File: src/rtl/phase_trk_pkg.sv
// Package: types shared by the phase tracker modules.
// Assumes: nothing; holds only the offset adjustment code.
package phase_trk_pkg;

    // Direction in which one update moves the stored offset.
    typedef enum logic [1:0] {
        ADJ_NONE = 2'd0,
        ADJ_FWD  = 2'd1,
        ADJ_BACK = 2'd2
    } adj_e;

endpackage

File: src/rtl/phase_cfg_regs.sv
// Module: phase_cfg_regs
// Holds the period and reciprocal values. Each has its own load strobe
// and a reset default set by parameter.
// Assumes: loads are synchronous and take effect at the next edge.
module phase_cfg_regs #(
    parameter int unsigned       W        = 32,
    parameter logic [W-1:0]      PER_RST  = W'(1000),
    parameter logic [W-1:0]      RECI_RST = W'(4294967)
) (
    input  logic         clk,
    input  logic         rst_n,
    input  logic         per_ld,
    input  logic [W-1:0] per_in,
    input  logic         reci_ld,
    input  logic [W-1:0] reci_in,
    output logic [W-1:0] per_q,
    output logic [W-1:0] reci_q
);

    // Period register: reset default, else loaded on strobe.
    always_ff @(posedge clk) begin
        if (!rst_n)       per_q <= PER_RST;
        else if (per_ld)  per_q <= per_in;
    end

    // Reciprocal register: reset default, else loaded on strobe.
    always_ff @(posedge clk) begin
        if (!rst_n)       reci_q <= RECI_RST;
        else if (reci_ld) reci_q <= reci_in;
    end

endmodule

File: src/rtl/phase_wrap_unit.sv
// Module: phase_wrap_unit
// Combinational. Forms the raw index, decides whether the offset has to
// move one period, and forms the wrapped index from the moved offset.
// Assumes: modular W-bit arithmetic. The comparison is strict, so an
// all-ones period never triggers a move.
module phase_wrap_unit
    import phase_trk_pkg::*;
#(
    parameter int unsigned W = 32
) (
    input  logic [W-1:0] pos,
    input  logic [W-1:0] ofs,
    input  logic [W-1:0] per,
    output adj_e         adj,
    output logic [W-1:0] ofs_next,
    output logic [W-1:0] idx
);

    localparam int unsigned SIGN_BIT = W - 1;

    logic [W-1:0] raw;

    // Raw distance of the count from the current offset.
    always_comb raw = pos - ofs;

    // Pick the move direction from the strict test and the sign of raw.
    always_comb begin
        if (raw > per) adj = raw[SIGN_BIT] ? ADJ_BACK : ADJ_FWD;
        else           adj = ADJ_NONE;
    end

    // Moved offset, one period at most.
    always_comb begin
        unique case (adj)
            ADJ_FWD:  ofs_next = ofs + per;
            ADJ_BACK: ofs_next = ofs - per;
            default:  ofs_next = ofs;
        endcase
    end

    // Index measured from the moved offset.
    always_comb idx = pos - ofs_next;

endmodule

File: src/rtl/phase_angle_scale.sv
// Module: phase_angle_scale
// Combinational. Scales the index to a full-scale angle by multiplying
// with the reciprocal and keeping the low W bits.
// Assumes: reci is about 2^W / period, so one period spans the full word.
module phase_angle_scale #(
    parameter int unsigned W = 32
) (
    input  logic [W-1:0] idx,
    input  logic [W-1:0] reci,
    output logic [W-1:0] angle
);

    // Low half of the product; the wrap of the high half is intended.
    always_comb angle = idx * reci;

endmodule

File: src/rtl/phase_tracker.sv
// Module: phase_tracker (top)
// Tracks the electrical phase of one axis from an encoder count. On start
// it moves the stored offset by at most one period and registers the
// wrapped index and the scaled angle, with a one-cycle valid pulse.
// Assumes: synchronous active-low reset. An offset load wins over an
// offset move in the same cycle.
module phase_tracker
    import phase_trk_pkg::*;
#(
    parameter int unsigned  W        = 32,
    parameter logic [W-1:0] PER_RST  = W'(1000),
    parameter logic [W-1:0] RECI_RST = W'(4294967)
) (
    input  logic         clk,
    input  logic         rst_n,
    input  logic         start,
    input  logic [W-1:0] enc_pos,
    input  logic         per_ld,
    input  logic [W-1:0] per_in,
    input  logic         reci_ld,
    input  logic [W-1:0] reci_in,
    input  logic         ofs_ld,
    input  logic [W-1:0] ofs_in,
    output logic [W-1:0] phase_idx,
    output logic [W-1:0] phase_ang,
    output logic         phase_vld,
    output logic [W-1:0] ofs_q
);

    logic [W-1:0] per_q;
    logic [W-1:0] reci_q;
    adj_e         adj;
    logic [W-1:0] ofs_next;
    logic [W-1:0] idx_c;
    logic [W-1:0] ang_c;

    phase_cfg_regs #(.W(W), .PER_RST(PER_RST), .RECI_RST(RECI_RST)) cfg_i (
        .clk     (clk),
        .rst_n   (rst_n),
        .per_ld  (per_ld),
        .per_in  (per_in),
        .reci_ld (reci_ld),
        .reci_in (reci_in),
        .per_q   (per_q),
        .reci_q  (reci_q)
    );

    phase_wrap_unit #(.W(W)) wrap_i (
        .pos      (enc_pos),
        .ofs      (ofs_q),
        .per      (per_q),
        .adj      (adj),
        .ofs_next (ofs_next),
        .idx      (idx_c)
    );

    phase_angle_scale #(.W(W)) scale_i (
        .idx   (idx_c),
        .reci  (reci_q),
        .angle (ang_c)
    );

    // Offset register: a load has priority, else it moves only on a wrap.
    always_ff @(posedge clk) begin
        if (!rst_n)                           ofs_q <= '0;
        else if (ofs_ld)                      ofs_q <= ofs_in;
        else if (start && (adj != ADJ_NONE))  ofs_q <= ofs_next;
    end

    // Result registers: capture on start, hold otherwise.
    always_ff @(posedge clk) begin
        if (!rst_n) begin
            phase_idx <= '0;
            phase_ang <= '0;
        end else if (start) begin
            phase_idx <= idx_c;
            phase_ang <= ang_c;
        end
    end

    // Valid pulse: one cycle after each start.
    always_ff @(posedge clk) begin
        if (!rst_n) phase_vld <= 1'b0;
        else        phase_vld <= start;
    end

endmodule

File: config.mk
export PLATFORM = sky130hd
export DESIGN_NAME = phase_tracker
export DESIGN_NICKNAME = d
export VERILOG_FILES = /design/src/rtl/phase_trk_pkg.sv /design/src/rtl/phase_cfg_regs.sv /design/src/rtl/phase_wrap_unit.sv /design/src/rtl/phase_angle_scale.sv /design/src/rtl/phase_tracker.sv
export SDC_FILE = /design/constraint.sdc
export NUM_CORES = 2
export LEC_CHECK = 0
export BUFFER_PORTS_ARGS = -buffer_cell sky130_fd_sc_hd__buf_2
export CAP_MARGIN = 20
export CORE_MARGIN = 2
export CORE_UTILIZATION = 25
export DETAILED_ROUTE_END_ITERATION = 12
export GPL_TIMING_DRIVEN = 0
export HOLD_SLACK_MARGIN = 0.02
export SETUP_SLACK_MARGIN = 0.4
export SLEW_MARGIN = 0
export SYNTH_ARGS = -nofsm -noshare
export SYNTH_HDL_FRONTEND = slang
export SYNTH_SLANG_ARGS = --single-unit
File: constraint.sdc
create_clock -name clk -period 23.7 [get_ports clk]
set_input_delay 1.185 -clock clk [delete_from_list [all_inputs] [get_ports clk]]
set_output_delay 1.185 -clock clk [all_outputs]
set_load 0.05 [all_outputs]
Yosys cells after proc, flatten, opt, wreduce, memory -nomap -nowiden
Index checks and enable logic that the tools add are counted.
- $add $sub $neg: 4
- $mul: 1
- magnitude comparators: 1
- equality and inequality tests: 2
- muxes and demuxes: 5
- reduce and logical (&&, ||, !) cells: 3
- operator list (cell ; count):
    subtractor 32 bit ; 3
    2-to-1 mux 32 bit ; 2
    case mux 32 bit (2 select lines) ; 1
    adder 32 bit ; 1
    greater-than comparator 32 bit ; 1
    multiplier 32 x 32 -> 32 bit ; 1
    2-to-1 mux 2 bit ; 2
    nonzero test 2 bit ; 2
    == test 2 x 1 -> 1 bit (second input constant) ; 1
    == test 2 bit (second input constant) ; 1
    logical AND 1 bit ; 1
- register bits after elaboration: 161
- input port bits: 134
- logic and storage cells: 22

Logic depth before layout (Yosys ltp)
- word-level depth: 7
- depth in mapped cells: 85

Modules after synthesis
Synthesis repeated with hierarchy kept, for this count alone.
- cell total of the unflattened synthesis: 3297
- area, all modules: 29270.6 um^2
- by module, submodules not included (module ; times used ; cells an instance ; area each (um^2)):
    phase_angle_scale ; 1 ; 1704 ; 15738.8
    phase_wrap_unit ; 1 ; 1031 ; 7101.8
    phase_tracker ; 1 ; 355 ; 3985.1
    phase_cfg_regs ; 1 ; 207 ; 2444.8

Worst setup path before layout
No wires, ideal clock.
- kind: input -> register
- start point: in enc_pos[0]
- end point: reg phase_ang[31]
- setup time: 0.084 ns
- data arrival time: 17.800 ns
- data required time: 23.616 ns
- slack: 5.815 ns
- cell stages on the path: 84
- buffers on the path: 1
- cells stage by stage: inv_1 -> ha_1 -> inv_1 -> fa_1 -> a21o_1 -> a21oi_1 -> o21bai_1 -> a21oi_1 -> o21bai_1 -> a21oi_1 -> o21bai_1 -> a21oi_1 -> o211ai_1 -> a31o_2 -> or3_1 -> a31o_2 -> a21oi_1 -> xnor2_1 -> (+48 left out) -> inv_1 -> fa_1 -> xnor2_1 -> xnor2_1 -> xnor2_1 -> xnor2_1 -> xnor2_1 -> xnor2_1 -> xnor2_1 -> xnor2_1 -> xnor3_1 -> xor2_1 -> xnor2_1 -> xnor3_1 -> xnor2_1 -> xnor3_1 -> and3_1 -> o31ai_2
- word-level cells in the longest chain between the ends: 7
- elaborated cells between the ends (all ways): 9
- ends and longest elaborated chain (element ; line ; source):
    start, declared ; phase_tracker.sv:17 ; input logic [W-1:0] enc_pos,
    subtractor 32 bit ; phase_wrap_unit.sv:24 ; always_comb raw = pos - ofs;
    greater-than comparator 32 bit / 2-to-1 mux 2 bit (equally long branches) ; phase_wrap_unit.sv:28 ; if (raw > per) adj = raw[SIGN_BIT] ? ADJ_BACK : ADJ_FWD;
    2-to-1 mux 2 bit ; phase_wrap_unit.sv:28 ;
    == test 2 bit / == test 2 x 1 -> 1 bit (equally long branches) ; phase_wrap_unit.sv:34 ; unique case (adj)
    case mux 32 bit (2 select lines) ; phase_wrap_unit.sv:34 ;
    subtractor 32 bit * ; phase_wrap_unit.sv:42 ; always_comb idx = pos - ofs_next;
    multiplier 32 x 32 -> 32 bit * ; phase_angle_scale.sv:14 ; always_comb angle = idx * reci;
    end signal, assigned ; phase_tracker.sv:77 ; phase_ang <= ang_c;
    end, declared ; phase_tracker.sv:25 ; output logic [W-1:0] phase_ang,
Mark *: on every way between the ends. The rest lies on a longest branch, timed or not.
A chain may end at the register's enable or synchronous reset.

Worst setup path after layout
Same ends and word-level chain as after synthesis.

==> metrics.txt <==
FP Rows 121; Final period util 90.7%; Post-Synthesis Cells between 3,000 and 4,000; Detailed Place HPWL approximately 86 mm; final net count 4,264; initial drt markers 1,659; clock latency on the worst-skew pair 0.52 ns; Worst Skew 0.0188 ns; core area 109,000 um2; Hold Crit Endpoint phase_idx[0]; leading area contributor after synthesis fa_1; clock tree buffer depth 2; worst slew pin tran ~1.3 ns; crit start category input port; top-area cell type share of the netlist area 29.9%; synthesized area 27,500 um2; clock sinks ~160; #FFs+latches synth between 150 and 200; vias in the first global route 23,900; number of I/O port buffers 226; Async S/R FF share, synth 0%; reg2reg path depth 80; Crit-path slowest cell a2111oi_0; WHS Path Cells 2; Max stage delay on crit path between 0.7 and 0.8 ns; initial antenna violation count 10; grt total ovfl 0; critical path type in -> reg; IO Pins about 230; Via density 4.74; Clock Tree Root clkbuf_16; ranking of synthesized cells by area fa_1 30%, dfxtp_1 12%, ha_1 11%, inv_1 7.4%, mux2i_1 5.2%; H-Tree Depth 4; Post-DRT Antenna Nets 0; routability cong. around 0.95; starting density of the core roughly a quarter; Reg-to-Reg End phase_ang[31]; first drt pass iteration count 6; Worst Path Required between 20 and 25 ns; Hold Fails Final Rpt 0; largest net degree at the start of global routing 17; crit path max fanout 10; Peak Freq 46.5 MHz; Global Route Usage Sum a little under a fifth; count of different cell masters after synthesis 64; number of synthesized flops with an enable pin 0; final setup fails 0; status finished clean; cell with the most instances after synthesis inv_1; Ys Warns 0; DRT Wirelength 101 mm; register area share after synthesis a little under an eighth; die area 113,000 um2; Worst EP arrival approximately 22 ns; Die Y between 300 and 400 um; Die X 336 um; Slew HR 16.0%; Final Max Tran Viols 0; wire length of the first global-routing pass 151 mm; syn avg cell area ~8.6 um2; reg2reg setup slack approximately 2.6 ns; Mapped Nets 4,007; RR Startpoint ofs_q[1]; setup_tns 0 ns; Routed WL per cell ~21 um; area grow syn2layout 13.1%; worst hold path type reg -> reg; top cells by count, synth 540 x inv_1, 411 x fa_1, 384 x nand2_1, 250 x ha_1, 216 x nor2_1; RSZ-0062 raised after global routing false; fin crit period 21.50 ns; DRC viols 0; Synth Flop Type dfxtp_1; share of cells above drive strength 1 8.45%; vias 23,200; Clock transition at path regs 0.07 ns; CTS resizes 0; total CTS buffers 17; postcts setup bufs 0; CTS Hold Bufs 0; max_cap viols 0; most used cell, CP xnor2_1; Hold Startpoint phase_idx[0]; TritonCTS clock tree done; CP endpoint kind register
==> sequential cells by signal, indices dropped and copies added (netlist names) <==
| register | flops |
|---|---|
| cfg_i.per_q | 32 |
| phase_idx | 32 |
| ofs_q | 32 |
| phase_vld | 1 |
| cfg_i.reci_q | 32 |
| phase_ang | 32 |
==> cells by family after synthesis <==
logic type,Yosys count,synth area share (%)
adder cells (fa/ha/maj),661,41.2
flip-flops,161,11.7
AO/OA/AOI/OAI,420,9.93
XOR/XNOR,194,6.62
buffers and inverters,687,9.37
multiplexers,145,5.28
AND/OR/NAND/NOR,944,15.9
==> placed cells by master (no fill, tap or decap), types with 13 or more instances in the layout <==
cell	netlist	routed
nand2_1	384	384
o21bai_1	33	33
and2_1	183	183
nor2_1	216	216
a211oi_1	36	36
o21ai_0	65	65
clkbuf_16	0	17
nand4_1	13	13
inv_1	540	540
a31oi_1	14	14
fa_1	411	411
nand3_1	25	25
nor2b_1	38	38
buf_1	14	14
ha_1	250	250
buf_2	0	227
xor2_1	27	27
a21o_1	51	51
nor3_1	22	22
clkbuf_1	133	133
o21a_1	16	16
xnor2_1	157	156
mux2i_1	144	144
dfxtp_1	161	161
a21oi_1	134	134
nand2b_1	27	27
==> area by class of cell <==
class	instances	area, um2
Fill cell	11700	77900
Multi-Input combinational cell	2364	21700
Sequential cell	161	3220
Inverter	540	2030
Tap cell	1414	1770
Timing Repair Buffer	238	1280
Buffer	147	552
Clock buffer	17	425
Clock inverter	13	121
Antenna cell	4	10.0
==> per-stage QoR <==
| step | area [um2] | setup WS [ns] | cells | hold slack [ns] | utilization [%] |
|---|---|---|---|---|---|
| after floorplan | 27500 | 5.82 | 3212 | 0.452 | - |
| after global placement | 30400 | 1.64 | 4852 | 0.445 | 27.9 |
| after detailed placement | 30600 | 1.85 | 4862 | 0.464 | 28.0 |
| after CTS | 31100 | 2.29 | 4892 | 0.481 | 28.5 |
| after global routing | 31100 | 0.850 | 4895 | 0.512 | 28.6 |
| final | 31100 | 2.20 | 4898 | 0.482 | 28.6 |
==> layer usage <==
layer	vias up	part of all wire, %	wire [um]	GRT usage, %
met1	11400	43	43400	23.9
met3	169	9.1	9260	4.30
li1	10600	-	-	-
met4	8	3.5	3510	6.19
met2	978	45	45100	29.0
met5	-	0.054	55	0
==> how the worst max path moves through the flow <==
stage	startpoint	end	slack, ns	cells past startpoint
2_1_floorplan	enc_pos[0]	phase_ang[31]	5.82	84
3_3_place_gp	enc_pos[0]	phase_ang[31]	1.64	79
3_5_place_dp	enc_pos[0]	phase_ang[31]	1.85	81
4_1_cts	enc_pos[0]	phase_ang[31]	2.29	81
5_1_grt	enc_pos[0]	phase_ang[31]	0.85	83
6_report	enc_pos[0]	phase_ang[31]	2.20	82
==> critical path: cells and delay by family <==
kind / cells / cell delay (ns)
compound gates: 33 / 7.87
xor+xnor: 17 / 4.19
fa+ha+maj: 13 / 5.78
buf+inv: 8 / 1.15
mux: 1 / 0.11
simple gates: 10 / 1.64
Power is not shown: default switching activity piles up to over one toggle a cycle in this logic, so the estimate is an artifact.
